===== src/rtl/erase_seq_pkg.sv =====
package erase_seq_pkg;
  typedef enum logic [2:0] {
    PH_IDLE       = 3'd0,
    PH_WINDOW     = 3'd1,
    PH_PREPROG    = 3'd2,
    PH_ERASE      = 3'd3,
    PH_SUSPENDING = 3'd4,
    PH_SUSPENDED  = 3'd5,
    PH_ERROR      = 3'd6
  } phase_e;
endpackage


===== src/rtl/us_downcnt.sv =====
module us_downcnt #(
  parameter int MAX_COUNT = 50
) (
  input  logic clk_i,
  input  logic rst_ni,
  input  logic load_i,
  input  logic clr_i,
  input  logic tick_i,
  output logic expire_o
);
  localparam int CW = $clog2(MAX_COUNT + 1);
  localparam logic [CW-1:0] LOADV = CW'(MAX_COUNT);
  localparam logic [CW-1:0] ONE = CW'(1);

  logic [CW-1:0] cnt_q;

  always_ff @(posedge clk_i or negedge rst_ni) begin
    if (!rst_ni)                         cnt_q <= '0;
    else if (load_i)                     cnt_q <= LOADV;
    else if (clr_i)                      cnt_q <= '0;
    else if (tick_i && cnt_q != '0)      cnt_q <= cnt_q - ONE;
  end

  assign expire_o = tick_i && (cnt_q == ONE) && !load_i && !clr_i;

  AST_CNT_BOUND: assert property (@(posedge clk_i) disable iff (!rst_ni)
    cnt_q <= LOADV);
  AST_CNT_RELOAD: assert property (@(posedge clk_i) disable iff (!rst_ni)
    load_i |=> cnt_q == LOADV);
endmodule


===== src/rtl/sector_sel_mask.sv =====
module sector_sel_mask #(
  parameter int N_SECT = 8,
  localparam int IDX_W = (N_SECT > 1) ? $clog2(N_SECT) : 1
) (
  input  logic              clk_i,
  input  logic              rst_ni,
  input  logic              set_i,
  input  logic [IDX_W-1:0]  idx_i,
  input  logic              clr_i,
  output logic [N_SECT-1:0] mask_o
);
  for (genvar g = 0; g < N_SECT; g++) begin : g_bit
    logic bit_q;
    always_ff @(posedge clk_i or negedge rst_ni) begin
      if (!rst_ni)                                 bit_q <= 1'b0;
      else if (clr_i)                              bit_q <= 1'b0;
      else if (set_i && idx_i == IDX_W'(g))        bit_q <= 1'b1;
    end
    assign mask_o[g] = bit_q;
  end

  AST_MASK_HOLD: assert property (@(posedge clk_i) disable iff (!rst_ni)
    (!set_i && !clr_i) |=> $stable(mask_o));
  AST_MASK_ONEBIT: assert property (@(posedge clk_i) disable iff (!rst_ni)
    (set_i && !clr_i) |=> $countones(mask_o ^ $past(mask_o)) <= 1);
endmodule


===== src/rtl/erase_phase_fsm.sv =====
module erase_phase_fsm
  import erase_seq_pkg::*;
(
  input  logic   clk_i,
  input  logic   rst_ni,
  input  logic   hw_reset_i,
  input  logic   add_i,
  input  logic   susp_i,
  input  logic   resume_i,
  input  logic   other_i,
  input  logic   rstcmd_i,
  input  logic   timeout_i,
  input  logic   done_i,
  input  logic   win_exp_i,
  input  logic   sus_exp_i,
  output phase_e phase_o,
  output logic   start_o,
  output logic   abort_o,
  output logic   add_ok_o,
  output logic   mask_clr_o,
  output logic   win_clr_o,
  output logic   sus_load_o,
  output logic   sus_clr_o
);
  phase_e ph_q, ph_d, ret_q, ret_d;
  logic start_q, start_d, abort_q, abort_d;

  always_comb begin
    ph_d       = ph_q;
    ret_d      = ret_q;
    start_d    = 1'b0;
    abort_d    = 1'b0;
    add_ok_o   = 1'b0;
    mask_clr_o = 1'b0;
    sus_load_o = 1'b0;
    if (hw_reset_i) begin
      ph_d       = PH_IDLE;
      mask_clr_o = 1'b1;
      abort_d    = (ph_q != PH_IDLE);
    end else begin
      unique case (ph_q)
        PH_IDLE: if (add_i) begin
          add_ok_o = 1'b1;
          ph_d     = PH_WINDOW;
        end
        PH_WINDOW: begin
          if (other_i) begin
            ph_d       = PH_IDLE;
            mask_clr_o = 1'b1;
            abort_d    = 1'b1;
          end else if (susp_i) begin
            ph_d  = PH_SUSPENDED;
            ret_d = PH_WINDOW;
          end else if (add_i) begin
            add_ok_o = 1'b1;
          end else if (win_exp_i) begin
            ph_d    = PH_PREPROG;
            start_d = 1'b1;
          end
        end
        PH_PREPROG, PH_ERASE: begin
          if (timeout_i) ph_d = PH_ERROR;
          else if (susp_i) begin
            ph_d       = PH_SUSPENDING;
            ret_d      = ph_q;
            sus_load_o = 1'b1;
          end else if (done_i) begin
            if (ph_q == PH_PREPROG) ph_d = PH_ERASE;
            else begin
              ph_d       = PH_IDLE;
              mask_clr_o = 1'b1;
            end
          end
        end
        PH_SUSPENDING: begin
          if (timeout_i)      ph_d = PH_ERROR;
          else if (sus_exp_i) ph_d = PH_SUSPENDED;
        end
        PH_SUSPENDED: if (resume_i) begin
          if (ret_q == PH_WINDOW) begin
            ph_d    = PH_PREPROG;
            start_d = 1'b1;
          end else begin
            ph_d = ret_q;
          end
        end
        PH_ERROR: if (rstcmd_i) begin
          ph_d       = PH_IDLE;
          mask_clr_o = 1'b1;
        end
        default: ph_d = PH_IDLE;
      endcase
    end
  end

  always_ff @(posedge clk_i or negedge rst_ni) begin
    if (!rst_ni) begin
      ph_q    <= PH_IDLE;
      ret_q   <= PH_WINDOW;
      start_q <= 1'b0;
      abort_q <= 1'b0;
    end else begin
      ph_q    <= ph_d;
      ret_q   <= ret_d;
      start_q <= start_d;
      abort_q <= abort_d;
    end
  end

  assign phase_o   = ph_q;
  assign start_o   = start_q;
  assign abort_o   = abort_q;
  assign win_clr_o = (ph_q != PH_WINDOW);
  assign sus_clr_o = (ph_q != PH_SUSPENDING);

  AST_HWRST_IDLE: assert property (@(posedge clk_i) disable iff (!rst_ni)
    hw_reset_i |=> ph_q == PH_IDLE);
  AST_OTHER_ABORT: assert property (@(posedge clk_i) disable iff (!rst_ni)
    (ph_q == PH_WINDOW && other_i && !hw_reset_i) |=> (ph_q == PH_IDLE && abort_q));
  AST_WIN_SUSPEND: assert property (@(posedge clk_i) disable iff (!rst_ni)
    (ph_q == PH_WINDOW && susp_i && !other_i && !hw_reset_i) |=> ph_q == PH_SUSPENDED);
  AST_ERR_STICKY: assert property (@(posedge clk_i) disable iff (!rst_ni)
    (ph_q == PH_ERROR && !rstcmd_i && !hw_reset_i) |=> ph_q == PH_ERROR);
  AST_START_PULSE: assert property (@(posedge clk_i) disable iff (!rst_ni)
    start_q |=> !start_q);
  AST_RESUME_TARGET: assert property (@(posedge clk_i) disable iff (!rst_ni)
    (ph_q == PH_SUSPENDED && resume_i && !hw_reset_i && ret_q != PH_WINDOW)
      |=> (ph_q == PH_PREPROG || ph_q == PH_ERASE));
endmodule


===== src/rtl/erase_seq_ctrl.sv =====
module erase_seq_ctrl
  import erase_seq_pkg::*;
#(
  parameter int N_SECT    = 8,
  parameter int WINDOW_US = 50,
  parameter int SUSP_US   = 20,
  localparam int IDX_W = (N_SECT > 1) ? $clog2(N_SECT) : 1
) (
  input  logic              clk_i,
  input  logic              rst_ni,
  input  logic              hw_reset_i,
  input  logic              cmd_add_i,
  input  logic              cmd_suspend_i,
  input  logic              cmd_resume_i,
  input  logic              cmd_other_i,
  input  logic              cmd_reset_i,
  input  logic [IDX_W-1:0]  sector_idx_i,
  input  logic              tick_us_i,
  input  logic              eng_done_i,
  input  logic              eng_timeout_i,
  output logic [N_SECT-1:0] sel_mask_o,
  output logic              erase_start_o,
  output logic              pause_o,
  output logic              abort_o,
  output logic              window_open_o,
  output logic [2:0]        phase_o
);
  phase_e phase;
  logic win_exp, sus_exp, add_ok, mask_clr, win_clr, sus_load, sus_clr;

  erase_phase_fsm u_fsm (
    .clk_i, .rst_ni, .hw_reset_i,
    .add_i      (cmd_add_i),
    .susp_i     (cmd_suspend_i),
    .resume_i   (cmd_resume_i),
    .other_i    (cmd_other_i),
    .rstcmd_i   (cmd_reset_i),
    .timeout_i  (eng_timeout_i),
    .done_i     (eng_done_i),
    .win_exp_i  (win_exp),
    .sus_exp_i  (sus_exp),
    .phase_o    (phase),
    .start_o    (erase_start_o),
    .abort_o    (abort_o),
    .add_ok_o   (add_ok),
    .mask_clr_o (mask_clr),
    .win_clr_o  (win_clr),
    .sus_load_o (sus_load),
    .sus_clr_o  (sus_clr)
  );

  us_downcnt #(.MAX_COUNT(WINDOW_US)) u_win_tmr (
    .clk_i, .rst_ni,
    .load_i   (add_ok),
    .clr_i    (win_clr),
    .tick_i   (tick_us_i),
    .expire_o (win_exp)
  );

  us_downcnt #(.MAX_COUNT(SUSP_US)) u_sus_tmr (
    .clk_i, .rst_ni,
    .load_i   (sus_load),
    .clr_i    (sus_clr),
    .tick_i   (tick_us_i),
    .expire_o (sus_exp)
  );

  sector_sel_mask #(.N_SECT(N_SECT)) u_mask (
    .clk_i, .rst_ni,
    .set_i  (add_ok),
    .idx_i  (sector_idx_i),
    .clr_i  (mask_clr),
    .mask_o (sel_mask_o)
  );

  assign phase_o       = phase;
  assign window_open_o = (phase == PH_WINDOW);
  assign pause_o       = (phase == PH_SUSPENDING) || (phase == PH_SUSPENDED);

  AST_IGNORE_ADD_BUSY: assert property (@(posedge clk_i) disable iff (!rst_ni)
    (phase inside {PH_PREPROG, PH_ERASE, PH_SUSPENDING, PH_SUSPENDED} && !hw_reset_i && !eng_done_i)
      |=> $stable(sel_mask_o));
  AST_PAUSE_AFTER_SUSP: assert property (@(posedge clk_i) disable iff (!rst_ni)
    ((phase == PH_PREPROG || phase == PH_ERASE) && cmd_suspend_i && !eng_timeout_i && !hw_reset_i)
      |=> pause_o && phase == PH_SUSPENDING);
endmodule


===== config.mk =====
export PLATFORM = sky130hd
export DESIGN_NAME = erase_seq_ctrl
export DESIGN_NICKNAME = d
export VERILOG_FILES = /design/src/rtl/erase_seq_pkg.sv /design/src/rtl/us_downcnt.sv /design/src/rtl/sector_sel_mask.sv /design/src/rtl/erase_phase_fsm.sv /design/src/rtl/erase_seq_ctrl.sv
export SDC_FILE = /design/constraint.sdc
export NUM_CORES = 1
export LEC_CHECK = 0
export BUFFER_PORTS_ARGS = -buffer_cell sky130_fd_sc_hd__buf_2
export CORE_ASPECT_RATIO = 0.7
export CORE_MARGIN = 4
export CORE_UTILIZATION = 50
export CTS_CLUSTER_SIZE = 16
export DETAILED_ROUTE_END_ITERATION = 12
export GPL_TIMING_DRIVEN = 1
export PLACE_DENSITY = 0.81
export SETUP_SLACK_MARGIN = 0.3
export SYNTH_ARGS = -nofsm -noshare
export SYNTH_HDL_FRONTEND = slang
export SYNTH_SLANG_ARGS = --single-unit
export TNS_END_PERCENT = 100

===== constraint.sdc =====
create_clock -name clk_i -period 1.5 [get_ports clk_i]
set_input_delay 0.15 -clock clk_i [delete_from_list [all_inputs] [get_ports clk_i]]
set_output_delay 0.15 -clock clk_i [all_outputs]
set_load 0.05 [all_outputs]

==> summary.md <==
| Metric | Value |
|---|---|
| Result of the run | finished, violations left |
| Violated checks | setup timing |
| Area taken by flip-flops and latches | 681 um^2 |
| Critical path class | flip-flop to flip-flop |
| H-Tree Depth | 1 |
| Layout Area Growth over Synthesis | 62.4% |
| Routed wire length per instance | 24.5 um |
| Min cycle time layout | 1.94 ns |
| Detailed Place HPWL | roughly 3800 um |
| Max-cap violations | 0 |
| Clock sink count | 27 |
| Type of the most critical hold path | input pin to flip-flop |
| Post-synthesis cell area | ~1600 um^2 |
| Ports | 29 |
| Routability cong. | 0.956 |
| Total power density per cell area | 2150 nW/um^2 |
| DRC errors left | 0 |
| Combined buffer and inverter count along the critical path | 4 |
| Transition time of the tightest slew-check pin | 0.630 ns |
| Largest clock skew in the final design | 0.0129 ns |
| Vias post-DR | roughly 2000 |
| Post-Syn Instances | 187 |
| Via count of the first global-routing pass | ~1800 |
| Height of the die | 55.4 um |
| Number of different library cells in the post-synthesis netlist | 43 |
| Number of enable-type register cells in the synthesized netlist | 0 |
| Endpoint required time on the critical path | 1.70 ns |
| Slowest Stage Delay on Critical Path | 0.50 ns |
| Pre-antenna DRT Iters | 7 |
| Area of combinational cells with multiple inputs | 1120 um^2 |
| TritonCTS buffer count | 3 |
| GRT Resource Usage Total | a little over a quarter |
| Crit share post-route | 129% |
| Pin count of the biggest net entering global routing | 28 |
| Worst path cell trace | buf_6 -> buf_6 -> buf_6 -> nor2_4 -> nand4b_1 -> buf_4 -> nor2_4 -> a21oi_1 -> nor2_1 |
| Die outline width | 75.8 um |
| TritonCTS clock tree | yes |
| Crit. End Element | flip-flop |
| First-iteration detailed-routing DRC count | roughly 260 |
| Count of synthesis-stage warnings from yosys | 0 |
| Number of nets in the finished design | 280 |
| Async set-reset flop share out of synthesis | 100% |
| Crit path top cell by count | buf_6 |
| Worst path slowest cell | dfrtp_2 |
| Avg Cell Area, Syn | 8.60 um^2 |
| Latest clock arrival within the worst-skew pair | 0.28 ns |
| PnR worst setup slack | -0.436 ns |
| Overall die area | 4200 um^2 |
| # setup viols final | 19 |
| Flop and latch count out of synthesis | 27 |
| Starting Density | 54.6% |
| Design Power | around 5600 uW |
| Register area share after synthesis | 42.1% |
| Grt total ovfl | 0 |
| Count of pins over their slew limit | 0 |
| Filler cells | between 100 and 150 |
| PortBufs | 28 |
| Routed wire length | ~7300 um |
| First-pass GRT wire length | 8830 um |
| Kind of cell adding the most delay to the critical path | simple AND/OR/NAND/NOR gates |
| Row count | 16 |
| Avg Vias per Cell | ~6.7 |
| Startpoint kind of the worst setup timing path | flip-flop |
| Top FF cell, synth | dfrtp_1 |
| Final Hold Violating Endpoints | 0 |
| Core outline area | 2940 um^2 |
| Fraction of final layout cells with drive strength greater than 1 | a little under three fifths |
| Maximum net fanout on the critical path | 8 |
| CTS clock-pin slew for the worst setup and hold paths | 0.10 ns |
| Net count of the mapped netlist | 206 |
| Antenna violations before repair | 0 |
| Post-route ant nets | 0 |
| Worst hold margin | a little under 0.2 ns |
| Tightest slew margin relative to the limit | between 50% and 60% |
| RSZ-0062 raised after global routing | true |
| Number of antenna diodes | 0 |
| Clk buf depth | 2 |
| Clock Root Buffer | clkbuf_8 |
| WP data arrival | 2.14 ns |
| Maximum frequency from static timing analysis | between 0.5 and 0.6 GHz |
| Finished Core Util | 88.7% |
| Standby leakage power | 0.00120 uW |
| Peak ir drop on the vdd network | roughly 0.0013 V |
[cell usage after synthesis (3+ instances only)]
cell type | instances | share of area [%]
nor2_1 | 32 | 7.5
dfrtp_1 | 26 | 40
a21oi_1 | 20 | 6.2
inv_1 | 10 | 2.3
o21ai_0 | 9 | 2.8
buf_4 | 8 | 3.7
nand2_1 | 8 | 1.9
nor3_1 | 8 | 2.5
ha_1 | 5 | 3.9
buf_2 | 4 | 1.2
nand3_1 | 4 | 1.2
xor2_1 | 4 | 2.2
a31oi_1 | 3 | 1.2
clkbuf_1 | 3 | 0.70
nand2b_1 | 3 | 1.2
nor2b_1 | 3 | 1.2
nor3b_1 | 3 | 1.4
xnor2_1 | 3 | 1.6
[registers in the layout, indices dropped and copies added (netlist names)]
| name | flops |
|---|---|
| u_fsm.phase_o | 3 |
| u_win_tmr.cnt_q | 6 |
| u_fsm.ret_q | 3 |
| u_sus_tmr.cnt_q | 5 |
| u_mask.g_bit.bit_q | 8 |
| u_fsm.start_o | 1 |
| u_fsm.abort_o | 1 |
[layout make-up]
| class | instances | area share (%) |
|---|---|---|
| tap | 36 | 1.72 |
| sequential | 27 | 26.1 |
| clock inverter | 1 | 0.192 |
| timing repair buffer | 84 | 25.5 |
| multi-input combinational | 134 | 42.8 |
| clock buffer | 3 | 1.58 |
| inverter | 11 | 2.11 |
[layer usage]
metal / global-route usage, % / vias to the layer above / wire length [um]
li1: - / 802 / -
met1: 36.2 / 942 / 2570
met2: 41.7 / 177 / 3390
met3: 5.98 / 69 / 742
met4: 12.5 / 0 / 550
met5: 0 / - / 0
[timing repair]
action,4_1_cts,5_1_grt
pin swaps,10,19
resized for setup,45,29
hold endpoints to repair,26,0
buffers inserted,11,11
hold buffers,1,0
endpoints found under the setup margin,31,32
[cells in the final DEF, fill, tap and decap left out, types with 2 or more instances in the layout]
| cell type | n |
|---|---|
| nor2_1 | 27 |
| nor2_4 | 4 |
| a21oi_1 | 11 |
| o22a_1 | 2 |
| nor3_1 | 5 |
| inv_2 | 3 |
| buf_4 | 39 |
| clkbuf_8 | 3 |
| dfrtp_2 | 3 |
| buf_2 | 23 |
| buf_8 | 3 |
| buf_6 | 18 |
| inv_1 | 5 |
| or4_4 | 2 |
| a31oi_1 | 3 |
| dfrtp_1 | 23 |
| xnor2_2 | 2 |
| nand2_1 | 6 |
| o21ai_2 | 4 |
| nor4_4 | 2 |
| ha_4 | 2 |
| nand3_2 | 2 |
| nand2b_4 | 2 |
| nand3_1 | 2 |
| nor3b_1 | 2 |
| o21ai_0 | 4 |
| nor3_4 | 3 |
| a21oi_2 | 9 |
| nor2b_1 | 2 |
| ha_1 | 3 |
| xor2_1 | 4 |
| nand3b_1 | 2 |
[logic make-up after synthesis]
logic type,after synthesis,synth area share (%)
AOI/OAI and AO/OA,47,18.3
DFF,27,42.1
and+or+nand+nor,75,23.7
buffers and inverters,26,8.25
xor gates and xnor gates,7,3.81
adders and majority gates,5,3.89
[worst paths after layout]
path,endpoint,slack (ns),depth (start not counted),from
min reg2reg,u_mask.g_bit[7].bit_q,0.52,2,u_mask.g_bit[7].bit_q
max in group asynchronous,u_fsm.phase_o[2],0.65,2,rst_ni
min,u_fsm.phase_o[1],0.20,2,hw_reset_i
min in group asynchronous,u_sus_tmr.cnt_q[0],0.41,2,rst_ni
max,u_mask.g_bit[1].bit_q,-0.44,9,u_fsm.phase_o[1]
max reg2reg,u_mask.g_bit[1].bit_q,-0.44,9,u_fsm.phase_o[1]
[where the power goes]
part	internal [uW]	total (uW)	leakage (uW)	switching, uW
Sequential	927	1180	0.000359	252
Combinational	1870	4010	0.000813	2140
Clock	187	430	0.0000255	243
Total	2990	5620	0.00120	2630
[metrics by stage]
stage,TNS (ns),cells,instance area (um^2),setup slack (ns)
after floorplan,-1.19,187,1760,-0.226
after global placement,-0.114,269,2090,-0.0699
after detailed placement,-0.451,269,2090,-0.228
after CTS,-1.72,285,2410,-0.214
after global routing,-5.20,296,2610,-0.445
final,-4.80,296,2610,-0.436
Power figures use the tool's default switching activity.
